<file path="src/rtl/pfd_pkg.sv">
// Shared types for the phase detector with lock and fast-lock control.
package pfd_pkg;
    // Phase of the one-shot fast-lock sequence.
    typedef enum logic [1:0] {
        FL_IDLE   = 2'd0,
        FL_ACTIVE = 2'd1,
        FL_SPENT  = 2'd2
    } fl_state_e;

    // Source that drives the lock indicator.
    typedef enum logic [1:0] {
        LDSRC_ERR = 2'd0,
        LDSRC_LOW = 2'd1,
        LDSRC_FB  = 2'd2,
        LDSRC_REF = 2'd3
    } ld_src_e;
endpackage

</file>
<file path="src/rtl/pfd_edge_cmp.sv">
// Edge comparator: latches the rising edges of the reference and feedback
// pulses and derives the three-state pump commands from them.
// Assumes: both pulses are synchronous to clk and stay low for at least one
// cycle between edges. Once both edges are held, the latches clear in the
// next cycle, and a new edge sampled during that clearing cycle is kept.
module pfd_edge_cmp (
    input  logic clk,
    input  logic rst_n,
    input  logic ref_pls,
    input  logic fb_pls,
    output logic up,
    output logic dn,
    output logic busy,
    output logic done
);
    localparam int NCH = 2;   // channel 0 = reference, channel 1 = feedback

    logic [NCH-1:0] pls_in;
    logic [NCH-1:0] pls_prev;
    logic [NCH-1:0] pls_rise;
    logic [NCH-1:0] pls_lat;
    logic           both;

    assign pls_in = {fb_pls, ref_pls};
    assign both   = &pls_lat;

    genvar ch;
    generate
        for (ch = 0; ch < NCH; ch++) begin : g_ch
            // Rising edge of this channel, seen against last cycle's level.
            assign pls_rise[ch] = pls_in[ch] & ~pls_prev[ch];

            // Hold the edge until both channels have arrived, then clear it.
            always_ff @(posedge clk) begin
                if (!rst_n) begin
                    pls_prev[ch] <= 1'b0;
                    pls_lat[ch]  <= 1'b0;
                end else begin
                    pls_prev[ch] <= pls_in[ch];
                    pls_lat[ch]  <= pls_rise[ch] | (pls_lat[ch] & ~both);
                end
            end
        end
    endgenerate

    assign up   = pls_lat[0] & ~pls_lat[1];
    assign dn   = pls_lat[1] & ~pls_lat[0];
    assign busy = |pls_lat;
    assign done = both;
endmodule

</file>
<file path="src/rtl/pfd_lock_judge.sv">
// Lock judge: measures the error width of each comparison and counts
// comparisons in a row whose width fits the window.
// Assumes: done is high for one cycle per finished comparison, and err is
// low in that cycle.
module pfd_lock_judge #(
    parameter int WIN_CYC   = 4,
    parameter int LOCK_RUNS = 4,
    parameter int MAX_ERR   = 255
) (
    input  logic clk,
    input  logic rst_n,
    input  logic err,
    input  logic done,
    output logic locked
);
    localparam int CW = $clog2(MAX_ERR + 1);
    localparam int GW = $clog2(LOCK_RUNS + 1);

    logic [CW-1:0] err_len;
    logic [GW-1:0] good_runs;
    logic          in_win;

    assign in_win = (err_len <= CW'(WIN_CYC));

    // Count the pump cycles of the current comparison, saturating at the top.
    always_ff @(posedge clk) begin
        if (!rst_n) begin
            err_len <= '0;
        end else if (done) begin
            err_len <= '0;
        end else if (err && (err_len != CW'(MAX_ERR))) begin
            err_len <= err_len + 1'b1;
        end
    end

    // Track good comparisons in a row; a wide one restarts the run.
    always_ff @(posedge clk) begin
        if (!rst_n) begin
            good_runs <= '0;
        end else if (done) begin
            if (!in_win) begin
                good_runs <= '0;
            end else if (good_runs != GW'(LOCK_RUNS)) begin
                good_runs <= good_runs + 1'b1;
            end
        end
    end

    assign locked = (good_runs == GW'(LOCK_RUNS));
endmodule

</file>
<file path="src/rtl/pfd_fastlock_seq.sv">
// One-shot fast-lock sequencer: the interval opens at the first held edge
// after reset and closes for good once lock is reached.
// Assumes: lock cannot be reached before any edge is held.
module pfd_fastlock_seq (
    input  logic               clk,
    input  logic               rst_n,
    input  logic               busy,
    input  logic               locked,
    output logic               active,
    output pfd_pkg::fl_state_e state
);
    import pfd_pkg::*;

    fl_state_e state_q;
    fl_state_e state_d;

    // Next state: idle waits for activity, active waits for lock, spent stays.
    always_comb begin
        state_d = state_q;
        unique case (state_q)
            FL_IDLE:   if (busy)   state_d = FL_ACTIVE;
            FL_ACTIVE: if (locked) state_d = FL_SPENT;
            FL_SPENT:  state_d = FL_SPENT;
            default:   state_d = FL_SPENT;
        endcase
    end

    // State register; only reset brings the sequence back to idle.
    always_ff @(posedge clk) begin
        if (!rst_n) state_q <= FL_IDLE;
        else        state_q <= state_d;
    end

    assign active = (state_q == FL_ACTIVE);
    assign state  = state_q;
endmodule

</file>
<file path="src/rtl/pfd_out_mux.sv">
// Output selection: picks the lock-indicator source and the fast-lock and
// boost outputs from the test controls.
// Assumes: raw pulse inputs may pass combinationally in test mode.
module pfd_out_mux (
    input  logic ld_ctl,
    input  logic tst_sel,
    input  logic test_mode,
    input  logic boost_req,
    input  logic err,
    input  logic ref_pls,
    input  logic fb_pls,
    input  logic fl_active,
    output logic lock_n,
    output logic fl_out,
    output logic fl_oe,
    output logic boost_en
);
    import pfd_pkg::*;

    ld_src_e src;
    logic    force_fl;

    // Choose where the lock indicator comes from.
    always_comb begin
        if (test_mode) src = tst_sel ? LDSRC_REF : LDSRC_FB;
        else           src = ld_ctl  ? LDSRC_ERR : LDSRC_LOW;
    end

    // Drive the lock indicator from the chosen source.
    always_comb begin
        unique case (src)
            LDSRC_ERR: lock_n = ~err;
            LDSRC_LOW: lock_n = 1'b0;
            LDSRC_FB:  lock_n = fb_pls;
            LDSRC_REF: lock_n = ref_pls;
            default:   lock_n = 1'b0;
        endcase
    end

    assign force_fl = test_mode & ~tst_sel;
    assign fl_oe    = force_fl | fl_active;
    assign fl_out   = fl_oe;
    assign boost_en = boost_req & fl_active;
endmodule

</file>
<file path="src/rtl/pfd_lock_ctrl.sv">
// Top: phase detector with lock judgement and one-shot fast-lock control.
// Assumes: a single oscillator clock domain and divider pulses synchronous to
// it. A pump output is high-impedance when neither command is active; the
// fast-lock output is high-impedance when fl_oe is low.
module pfd_lock_ctrl #(
    parameter int WIN_CYC   = 4,
    parameter int LOCK_RUNS = 4,
    parameter int MAX_ERR   = 255
) (
    input  logic clk,
    input  logic rst_n,
    input  logic ref_pls,
    input  logic fb_pls,
    input  logic ld_ctl,
    input  logic tst_sel,
    input  logic boost_req,
    input  logic test_mode,
    output logic pump_up,
    output logic pump_dn,
    output logic lock_n,
    output logic fl_out,
    output logic fl_oe,
    output logic boost_en
);
    import pfd_pkg::*;

    logic      up_w, dn_w, busy_w, done_w, err_w, locked_w, fl_act_w;
    fl_state_e fl_st;

    pfd_edge_cmp u_cmp (
        .clk     (clk),
        .rst_n   (rst_n),
        .ref_pls (ref_pls),
        .fb_pls  (fb_pls),
        .up      (up_w),
        .dn      (dn_w),
        .busy    (busy_w),
        .done    (done_w)
    );

    assign err_w = up_w | dn_w;

    pfd_lock_judge #(
        .WIN_CYC   (WIN_CYC),
        .LOCK_RUNS (LOCK_RUNS),
        .MAX_ERR   (MAX_ERR)
    ) u_judge (
        .clk    (clk),
        .rst_n  (rst_n),
        .err    (err_w),
        .done   (done_w),
        .locked (locked_w)
    );

    pfd_fastlock_seq u_fl (
        .clk    (clk),
        .rst_n  (rst_n),
        .busy   (busy_w),
        .locked (locked_w),
        .active (fl_act_w),
        .state  (fl_st)
    );

    pfd_out_mux u_mux (
        .ld_ctl    (ld_ctl),
        .tst_sel   (tst_sel),
        .test_mode (test_mode),
        .boost_req (boost_req),
        .err       (err_w),
        .ref_pls   (ref_pls),
        .fb_pls    (fb_pls),
        .fl_active (fl_act_w),
        .lock_n    (lock_n),
        .fl_out    (fl_out),
        .fl_oe     (fl_oe),
        .boost_en  (boost_en)
    );

    assign pump_up = up_w;
    assign pump_dn = dn_w;
endmodule

</file>
<file path="config.mk">
export PLATFORM = sky130hd
export DESIGN_NAME = pfd_lock_ctrl
export DESIGN_NICKNAME = d
export VERILOG_FILES = /design/src/rtl/pfd_pkg.sv /design/src/rtl/pfd_edge_cmp.sv /design/src/rtl/pfd_lock_judge.sv /design/src/rtl/pfd_fastlock_seq.sv /design/src/rtl/pfd_out_mux.sv /design/src/rtl/pfd_lock_ctrl.sv
export SDC_FILE = /design/constraint.sdc
export NUM_CORES = 1
export LEC_CHECK = 0
export BUFFER_PORTS_ARGS = -buffer_cell sky130_fd_sc_hd__buf_2
export CORE_MARGIN = 10
export CORE_UTILIZATION = 37
export CTS_BUF_LIST = sky130_fd_sc_hd__clkbuf_16
export DETAILED_ROUTE_END_ITERATION = 8
export GPL_TIMING_DRIVEN = 0
export PLACE_DENSITY = 0.56
export SLEW_MARGIN = 20
export SYNTH_ARGS = -nofsm -noshare
export SYNTH_HDL_FRONTEND = slang
export SYNTH_HIERARCHICAL = 1
export SYNTH_SLANG_ARGS = --single-unit
</file>
<file path="constraint.sdc">
create_clock -name clk -period 1.35 [get_ports clk]
set_input_delay 0.2025 -clock clk [delete_from_list [all_inputs] [get_ports clk]]
set_output_delay 0.2025 -clock clk [all_outputs]
set_load 0.02 [all_outputs]
</file>
==> flow_metrics.tcl, run 1 <==
set metrics [dict create \
    overflow 0 \
    met2_length_microns 1070 \
    dpl.hpwl_microns 1410 \
    cp.buffers_inverters 1 \
    antenna_found_initial 0 \
    cts.path.max_buffers 2 \
    ctsHoldBuffers 0 \
    fin_skew_ps 5.39 \
    clockPowerShare_pct 43.6 \
    start_util_pct 39.7 \
    reg2reg_depth 6 \
    p_sw_uw 323 \
    timing.final.crit_period_ps 1600 \
    vias_per_cell 5.04 \
    drive_above_1_share_pct 41.7 \
    whs_endpoint "u_cmp/pls_prev[1]" \
    worst_path_largest_cell_delay_ps 330 \
    hp-start "fb_pls" \
    ioPinCount 14 \
    peakVddDrop_mv 0.866 \
    synth-edff-count 0 \
    status "finished with violations" \
    critical_path_required_ps 1150 \
    diodes 0 \
    drt-pass1-iter-count 4 \
    met1_length_microns 947 \
    cts_buffers 3 \
    cts_root_buf "clkbuf_16" \
    maxCapViolCount 0 \
    gp_congestion 0.828 \
    dr.max_layer_used "met4" \
    detail_route.wl_per_cell_microns 13.5 \
    portBuffers 13 \
    total_power_uw 1360 \
    hold_path_class "in -> reg" \
    p_int_uw 1040 \
    layout_common_cells "buf_2, dfxtp_1, buf_4, nor2_1, inv_1" \
    dieWidth_microns 69.2 \
    synth_top_family_by_area "simple AND/OR/NAND/NOR gates" \
    synthFlopType "dfxtp_1" \
    violations "negative setup slack" \
    grt_pass1_vias 746 \
    drv_slew 0 \
    yosysSeqAreaShare_pct 38.0 \
    cts-htree-levels 1 \
    synth_nets 116 \
    seq_power_share_pct 40.2 \
    grt_usage_pct 8.67 \
    yosysUniqueCellTypes 34 \
    relSlewSlack_pct 82.9 \
    cp_slowest_cell "dfxtp_2" \
    drt_iter0_drc 55 \
    cts_tree "yes" \
    powerDensity_mw_per_mm2 1090 \
    start_kind "flop" \
    clock.fmax_mhz 627 \
    ff2ff_setup_slack_ps -180 \
    fill_cells 213 \
    cts.clk_slew.worst_paths_ps 50 \
    clock_latency_ps 250 \
    power_leakage_uw 0.000511 \
    cp_max_fo 3 \
    syn_area_sq_um 896 \
    setup_viol 5 \
    synth_simple_gate_area_share_pct 32.1 \
    dieHeight_microns 69.2 \
    finalHoldViolations 0 \
    rows 17 \
    coreArea_sq_mm 0.00225 \
    rsz0062_at_grt "yes" \
    path_class "reg -> out" \
    synth_seq_cells 17 \
    cts.sinks 17 \
    drc 0 \
    synth-xor-area-share_pct 1.96 \
    grt_start_max_net_pins 11 \
    grt_pass1_wl_microns 3520 \
    final_antenna_net_count 0 \
    critPathTopFamily "simple AND/OR/NAND/NOR gates" \
    cp-end-kind "output port" \
    synth_compound_area_share_pct 13.7 \
    fin_area_sq_mm 0.00125 \
    combPwrFrac_pct 16.2 \
    synth-adder-area-share_pct 5.59 \
    worstPathCellList "and2b_4 -> or2_4 -> nand2b_4 -> mux2i_4 -> buf_6" \
    synthCells 104 \
    rr_startpoint "u_cmp/pls_lat[0]" \
    finalCritPeriodShare_pct 118 \
    worst_ep_arrival_time_ps 1390 \
    switching_share_pct 23.7 \
    num_vias 781 \
    final_nets 140 \
    placed_cell_area_sq_mm 0.00102 \
    r2r-end "u_judge/err_len[3]" \
    wl_microns 2090 \
    synthMuxAreaShare_pct 4.47 \
    setup_ws_ps -246 \
    avgSynthCellArea_sq_um 8.61 \
    synthToLayoutAreaGrowth_pct 39.1 \
    synth_warnings 6 \
    tightestPinTransition_ps 249 \
    mostFrequentLayoutCell "buf_2" \
    holdPathStages 2 \
    met3WireLength_microns 45 \
    dieArea_sq_mm 0.00479 \
    synthArstFlopShare_pct 0 \
]
## routing by layer
metal  vias up  global-route usage [%]
met2        10                    13.9
met5         -                       0
li1        407                       -
met3         4                    2.14
met4         0                    3.99
met1       360                    10.5
## flip-flops by register name, summed over array words and instances, names as in the netlist
name / count
u_cmp/pls_prev: 2
u_cmp/pls_lat: 2
u_judge/err_len: 8
u_fl/state: 2
u_judge/good_runs: 3
## power by group through the flow
stage / clock network [uW] / logic (uW) / registers (uW)
after floorplan: 0 / 137 / 547
after global placement: 0 / 186 / 550
after detailed placement: 0 / 188 / 551
after CTS: 605 / 208 / 546
after global routing: 631 / 243 / 550
final: 593 / 221 / 547
## stage by stage
| step | std cells | utilization (%) | setup TNS (ps) | setup WS [ps] | hold slack [ps] |
|---|---|---|---|---|---|
| 6_report | 155 | 55.3 | -720 | -246 | 190 |
| 5_1_grt | 155 | 55.3 | -1340 | -315 | 198 |
| 4_1_cts | 152 | 51.9 | -661 | -269 | 189 |
| 3_5_place_dp | 145 | 45.4 | -370 | -113 | 439 |
| 3_3_place_gp | 145 | 45.4 | -301 | -124 | 439 |
| 2_1_floorplan | 104 | - | -35.9 | -35.9 | 320 |
## cell usage after synthesis, types with 2 or more instances
library cell / instances / area [sq um]
and2_1: 5 / 31.3
mux2i_1: 4 / 40.0
and3b_1: 2 / 17.5
a211oi_1: 2 / 15.0
nor2_1: 11 / 41.3
ha_1: 4 / 50.1
nand2b_1: 5 / 31.3
xnor2_1: 2 / 17.5
dfxtp_1: 17 / 340
nand2_1: 3 / 11.3
nand3_1: 5 / 25.0
nand4_1: 3 / 18.8
nor2b_1: 4 / 25.0
nor3_1: 4 / 20.0
o21a_1: 3 / 22.5
a21oi_1: 5 / 25.0
or2_1: 2 / 12.5
inv_1: 7 / 26.3
## cell type report
| cell class | count | area (sq um) | area share [%] |
|---|---|---|---|
| flip-flops and latches | 17 | 354 | 28.4 |
| clock inverters | 1 | 5.00 | 0.402 |
| inverters | 7 | 26.3 | 2.11 |
| multi-input cells | 78 | 613 | 49.2 |
| repair buffers | 20 | 130 | 10.4 |
| clock buffers | 3 | 75.1 | 6.02 |
| plain buffers | 1 | 7.51 | 0.602 |
| well taps | 28 | 35.0 | 2.81 |
## repair_timing
action	CTS	global route
endpoints found under the hold margin	0	0
endpoints found under the setup margin	6	12
gates resized for setup	10	17
pin swaps	6	3
setup buffers	4	3
## logic make-up (layout without fill, tap and decap cells)
family,Yosys count,in the layout
AOI/OAI and AO/OA,18,18
and+or+nand+nor,50,50
xor gates and xnor gates,2,2
adders and majority gates,4,4
buffers and inverters,9,32
muxes,4,4
DFF,17,17
## how the worst max path moves through the flow
stage	startpoint	to	slack [ps]	depth (start not counted)
after CTS	u_cmp/pls_lat[0]	lock_n	-270	5
after global placement	u_cmp/pls_lat[0]	u_judge/err_len[5]	-120	6
final	u_cmp/pls_lat[0]	lock_n	-250	5
after global routing	u_cmp/pls_lat[0]	lock_n	-310	5
after floorplan	u_cmp/pls_lat[0]	u_judge/err_len[5]	-40	6
after detailed placement	u_cmp/pls_lat[0]	u_judge/err_len[5]	-110	6
No activity file was read; power rests on OpenSTA's default activity.
==> inputs of run 2 (changes only) <==
--- a/config.mk
+++ b/config.mk
@@ -7,11 +7,12 @@
 export LEC_CHECK = 0
 export BUFFER_PORTS_ARGS = -buffer_cell sky130_fd_sc_hd__buf_2
 export CORE_MARGIN = 10
-export CORE_UTILIZATION = 37
+export CORE_UTILIZATION = 28
 export CTS_BUF_LIST = sky130_fd_sc_hd__clkbuf_16
 export DETAILED_ROUTE_END_ITERATION = 8
 export GPL_TIMING_DRIVEN = 0
-export PLACE_DENSITY = 0.56
+export HOLD_SLACK_MARGIN = 0.03
+export PLACE_DENSITY = 0.45
 export SLEW_MARGIN = 20
 export SYNTH_ARGS = -nofsm -noshare
 export SYNTH_HDL_FRONTEND = slang
==> run 2 against run 1 <==
Compared with the run above:
- the run still ends with negative setup slack left
- non-clock buffer count down 2
- combinational power is 3% higher
- die area increased by 22%
- register-to-register slack lost 20 ps
- final cell count is 9.0% higher
- setup slack got worse by 16 ps
- first-iteration DRC count fell by 69%
- sequential power about the same
- via count decreased by 0.51%
- power is 0.82% lower
- design area down 0.60%
- clock power down 3%
- critical path type unchanged
==> flow_metrics.tcl, run 2 (synthesis results as in run 1) <==
set metrics [dict create \
    final_nets 138 \
    relSlewSlack_pct 77.1 \
    ff2ff_setup_slack_ps -200 \
    violations "negative setup slack" \
    fin_cells 169 \
    ioPinCount 14 \
    grt_usage_pct 6.71 \
    timing.final.crit_period_ps 1610 \
    hold_path_class "in -> reg" \
    grt_pass1_wl_microns 3280 \
    cts_buffers 3 \
    gp_congestion 0.787 \
    clock.fmax_mhz 621 \
    cts.sinks 17 \
    num_vias 777 \
    overflow 0 \
    worst_ep_arrival_time_ps 1410 \
    ff_latch_area_sq_um 350 \
    cts_tree "yes" \
    rsz0062_at_grt "yes" \
    dieHeight_microns 76.6 \
    cts-htree-levels 1 \
    fill_cells 322 \
    cp-startpoint "u_cmp/pls_lat[0]" \
    tightestPinTransition_ps 344 \
    final_antenna_net_count 0 \
    top_register "u_judge/err_len" \
    detail_route.wl_per_cell_microns 11.6 \
    path_class "reg -> out" \
    cts.path.max_buffers 2 \
    setup_ws_ps -262 \
    powerDensity_mw_per_mm2 1090 \
    fin_hold_ws_ps 196 \
    grt_start_max_net_pins 11 \
    start_kind "flop" \
    layout_common_cells "buf_2, dfxtp_1, nor2_1" \
    drive_above_1_share_pct 36.0 \
    worst_path_largest_cell_delay_ps 330 \
    drv_slew 0 \
    cp-end-kind "output port" \
    diodes 0 \
    clock_latency_ps 240 \
    dieWidth_microns 76.6 \
    synthToLayoutAreaGrowth_pct 38.3 \
    fin_skew_ps 3.13 \
    dpl.hpwl_microns 1430 \
    cts.clk_slew.worst_paths_ps 50 \
    drt_iter0_drc 17 \
    rr_startpoint "u_cmp/pls_lat[0]" \
    vias_per_cell 4.60 \
    peakVddDrop_mv 0.366 \
    finalCritPeriodShare_pct 119 \
    start_util_pct 29.3 \
    dieArea_sq_mm 0.00586 \
    worstPathCellList "and2b_4 -> or2_4 -> nand2b_4 -> mux2i_4 -> buf_6" \
    status "finished with violations" \
    critical_path_required_ps 1150 \
    rows 20 \
    finalHoldViolations 0 \
    wl_microns 1960 \
    top_regs "u_judge/err_len (8), u_judge/good_runs (3)" \
    dp_cells 161 \
    drt-pass1-iter-count 4 \
    portBuffers 13 \
    total_power_uw 1350 \
    power_leakage_uw 0.000507 \
    coreArea_sq_mm 0.00305 \
    multi_input_area_sq_um 606 \
    hp-start "ref_pls" \
    cp_max_fo 4 \
    setup_viol 5 \
    largest_reg_flops 8 \
    drc 0 \
    cp_slowest_cell "dfxtp_2" \
    cts_root_buf "clkbuf_16" \
    antenna_found_initial 0 \
    maxCapViolCount 0 \
    grt_pass1_vias 733 \
]
run 2: cell count changes in the layout (fill, tap and decap cells not counted), sizes merged:
cell,previous run,this run
buf,21,19
clkinv,1,0
inv,7,8
run 2: worst paths after layout:
| check | end | cells after the start |
|---|---|---|
| worst min-delay path | u_cmp/pls_prev[0] | 2 |
| worst max-delay path | lock_n | 5 |
| worst min register to register | u_cmp/pls_lat[1] | 2 |
| worst max register to register | u_judge/err_len[3] | 6 |
run 2: timing repair:
item	in CTS	in global routing
pin swaps	5	3
setup endpoints to repair	9	12
resized for setup	15	6
hold buffers	0	0
setup buffers	4	1
run 2: report_power, final:
part / switching, uW / leakage [uW] / internal (uW)
sequential: 19.1 / 0.000141 / 527
clock: 183 / 0.0000423 / 393
combinational: 108 / 0.000323 / 120
total: 311 / 0.000507 / 1040
run 2: stage by stage:
| step | worst slack [ps] | TNS (ps) | utilization (%) | instance area, sq um |
|---|---|---|---|---|
| finish | -262 | -761 | 40.6 | 1240 |
| global route | -314 | -1220 | 40.6 | 1240 |
| CTS | -293 | -838 | 39.7 | 1210 |
| detailed placement | -122 | -386 | 34.2 | 1040 |
| global placement | -126 | -420 | 34.2 | 1040 |
| floorplan | -35.9 | -35.9 | - | 925 |
run 2: area by class of cell:
| type | instances | area share, % |
|---|---|---|
| Multi-Input combinational cell | 78 | 48.9 |
| Clock inverter | 1 | 0.303 |
| Timing Repair Buffer | 18 | 9.29 |
| Buffer | 1 | 0.606 |
| Tap cell | 44 | 4.44 |
| Clock buffer | 3 | 6.06 |
| Inverter | 7 | 2.12 |
| Sequential cell | 17 | 28.3 |
run 2: worst max-delay path, delay by kind of cell, from the launching register on:
family / cells / cell delay, ps
buf+inv: 1 / 140
mux: 1 / 140
simple gates: 3 / 550
flops: 1 / 330
run 2: layer usage:
layer / GRT usage (%) / share of wire [%] / vias to the layer above
li1: - / - / 404
met1: 8.14 / 48 / 356
met2: 10.3 / 46 / 15
met3: 1.89 / 4.6 / 2
met4: 3.90 / 0.87 / 0
met5: 0 / 0 / -
==> inputs of run 3 (changes only) <==
--- a/config.mk
+++ b/config.mk
@@ -6,13 +6,15 @@
 export NUM_CORES = 1
 export LEC_CHECK = 0
 export BUFFER_PORTS_ARGS = -buffer_cell sky130_fd_sc_hd__buf_2
+export CELL_PAD_IN_SITES_DETAIL_PLACEMENT = 0
+export CELL_PAD_IN_SITES_GLOBAL_PLACEMENT = 1
 export CORE_MARGIN = 10
 export CORE_UTILIZATION = 28
 export CTS_BUF_LIST = sky130_fd_sc_hd__clkbuf_16
 export DETAILED_ROUTE_END_ITERATION = 8
 export GPL_TIMING_DRIVEN = 0
 export HOLD_SLACK_MARGIN = 0.03
-export PLACE_DENSITY = 0.45
+export PLACE_DENSITY = 0.56
 export SLEW_MARGIN = 20
 export SYNTH_ARGS = -nofsm -noshare
 export SYNTH_HDL_FRONTEND = slang
==> run 3 against run 2 <==
Compared with the run above:
- the run still ends with negative setup slack left
- setup slack is essentially flat
- die area is the same
- maximum frequency is essentially flat
- via count grew 2.3%
- first-iteration DRC count shrank 12%
- non-clock buffer count grew 2
- count of clock-buffer cells in the layout is the same
- flip-flop and latch count is the same
- combinational power is essentially flat
- routed wire length grew 0.71%
- sequential share of layout area shrank 0.18 points
- utilization grew 0.70 points
- critical endpoint unchanged
==> flow_metrics.tcl, run 3 (synthesis results as in run 1) <==
set metrics [dict create \
    worst_path_largest_cell_delay_ps 330 \
    met1_length_microns 769 \
    worstPathCellList "and2b_4 -> or2_4 -> nand2b_4 -> mux2i_4 -> buf_6" \
    coreArea_sq_mm 0.00305 \
    critical_path_required_ps 1150 \
    ioPinCount 14 \
    setup_ws_ps -262 \
    violations "negative setup slack" \
    grt_pass1_vias 744 \
    start_util_pct 29.3 \
    cp_max_fo 4 \
    status "finished with violations" \
    path_class "reg -> out" \
    powerDensity_mw_per_mm2 1080 \
    hp-start "ref_pls" \
    r2r-end "u_judge/err_len[3]" \
    num_vias 795 \
    cts_root_buf "clkbuf_16" \
    clock_latency_ps 250 \
    overflow 0 \
    cts.clk_slew.worst_paths_ps 50 \
    rows 20 \
    worst_ep_arrival_time_ps 1410 \
    dr.max_layer_used "met4" \
    rr_startpoint "u_cmp/pls_lat[0]" \
    rsz0062_at_grt "yes" \
    holdPathStages 2 \
    top_register "u_judge/err_len" \
    tightestPinTransition_ps 348 \
    clock.fmax_mhz 620 \
    power_leakage_uw 0.000513 \
    peakVddDrop_mv 0.661 \
    wl_microns 1970 \
    detail_route.wl_per_cell_microns 11.5 \
    fin_cells 171 \
    cts.sinks 17 \
    grt_start_max_net_pins 11 \
    placed_cell_area_sq_mm 0.00104 \
    finalHoldViolations 0 \
    fin_hold_ws_ps 188 \
    dpl.hpwl_microns 1460 \
    dieArea_sq_mm 0.00586 \
    cts_buffers 3 \
    grt_pass1_wl_microns 3270 \
    total_power_uw 1360 \
    reg2reg_depth 6 \
    finalCritPeriodShare_pct 119 \
    met2_length_microns 1110 \
    met3WireLength_microns 54 \
    whs_endpoint "u_cmp/pls_prev[0]" \
    dp_cells 161 \
    top_regs "u_judge/err_len (8), u_judge/good_runs (3)" \
    gp_congestion 0.761 \
    dieWidth_microns 76.6 \
    relSlewSlack_pct 76.8 \
    cts-htree-levels 1 \
    setup_viol 6 \
    cp-end-kind "output port" \
    drt-pass1-iter-count 4 \
    final_nets 140 \
    cts_tree "yes" \
    vias_per_cell 4.65 \
    drc 0 \
    portBuffers 13 \
    synthToLayoutAreaGrowth_pct 40.6 \
    start_kind "flop" \
    timing.final.crit_period_ps 1610 \
    drive_above_1_share_pct 38.6 \
    diodes 0 \
    fin_area_sq_mm 0.00126 \
    drv_slew 0 \
    dieHeight_microns 76.6 \
    mostFrequentLayoutCell "buf_2" \
    final_antenna_net_count 0 \
    grt_usage_pct 6.87 \
    fin_skew_ps 3.95 \
    cts.path.max_buffers 2 \
    hold_path_class "in -> reg" \
    largest_reg_flops 8 \
    cp_slowest_cell "dfxtp_2" \
    drt_iter0_drc 15 \
    antenna_found_initial 0 \
    maxCapViolCount 0 \
    layout_common_cells "buf_2, dfxtp_1, nor2_1" \
    ff2ff_setup_slack_ps -180 \
]
## run 3: worst max path at each step
stage | start | to | slack [ps] | cells after the start
after floorplan | u_cmp/pls_lat[0] | u_judge/err_len[5] | -40 | 6
after detailed placement | u_cmp/pls_lat[0] | u_judge/err_len[5] | -130 | 6
after global routing | u_cmp/pls_lat[0] | lock_n | -330 | 5
final | u_cmp/pls_lat[0] | lock_n | -260 | 5
after global placement | u_cmp/pls_lat[0] | u_judge/err_len[5] | -130 | 6
after CTS | u_cmp/pls_lat[0] | lock_n | -300 | 5
## run 3: final cells by class
cell class | count | area (sq um)
fill | 312 | 1790
multi-input combinational | 78 | 608
sequential | 17 | 354
timing repair buffer | 20 | 130
clock buffer | 3 | 75.1
tap | 44 | 55.1
inverter | 7 | 26.3
buffer | 1 | 7.51
clock inverter | 1 | 3.75
## run 3: critical path: cells and delay by family, from the launching register on
family	cells	cell delay (ps)
DFF	1	330
and+or+nand+nor	3	550
buffers and inverters	1	140
muxes	1	140
## run 3: report_power, final
group	total, uW	internal (uW)	leakage [uW]	switching, uW
combinational	225	120	0.000329	105
sequential	547	527	0.000142	19.9
clock	587	393	0.0000423	193
total	1360	1040	0.000513	319
## run 3: metrics by stage
| step | setup WS [ps] | setup TNS [ps] | utilization (%) |
|---|---|---|---|
| after floorplan | -35.9 | -35.9 | - |
| after global placement | -133 | -431 | 34.2 |
| after detailed placement | -131 | -414 | 34.2 |
| after CTS | -299 | -1610 | 39.6 |
| after global routing | -328 | -1620 | 41.3 |
| final | -262 | -854 | 41.3 |
## run 3: repair_timing
action / in CTS / in global routing
endpoints found under the setup margin: 9 / 13
gates cloned: 0 / 0
pin swaps: 6 / 5
gates resized for setup: 13 / 13
hold buffers: 0 / 0
buffers inserted: 5 / 3
## run 3: per-layer routing
| metal | vias up | GRT usage (%) |
|---|---|---|
| met5 | - | 0 |
| met4 | 0 | 3.90 |
| met3 | 5 | 2.48 |
| met2 | 7 | 12.5 |
| met1 | 379 | 6.50 |
| li1 | 404 | - |
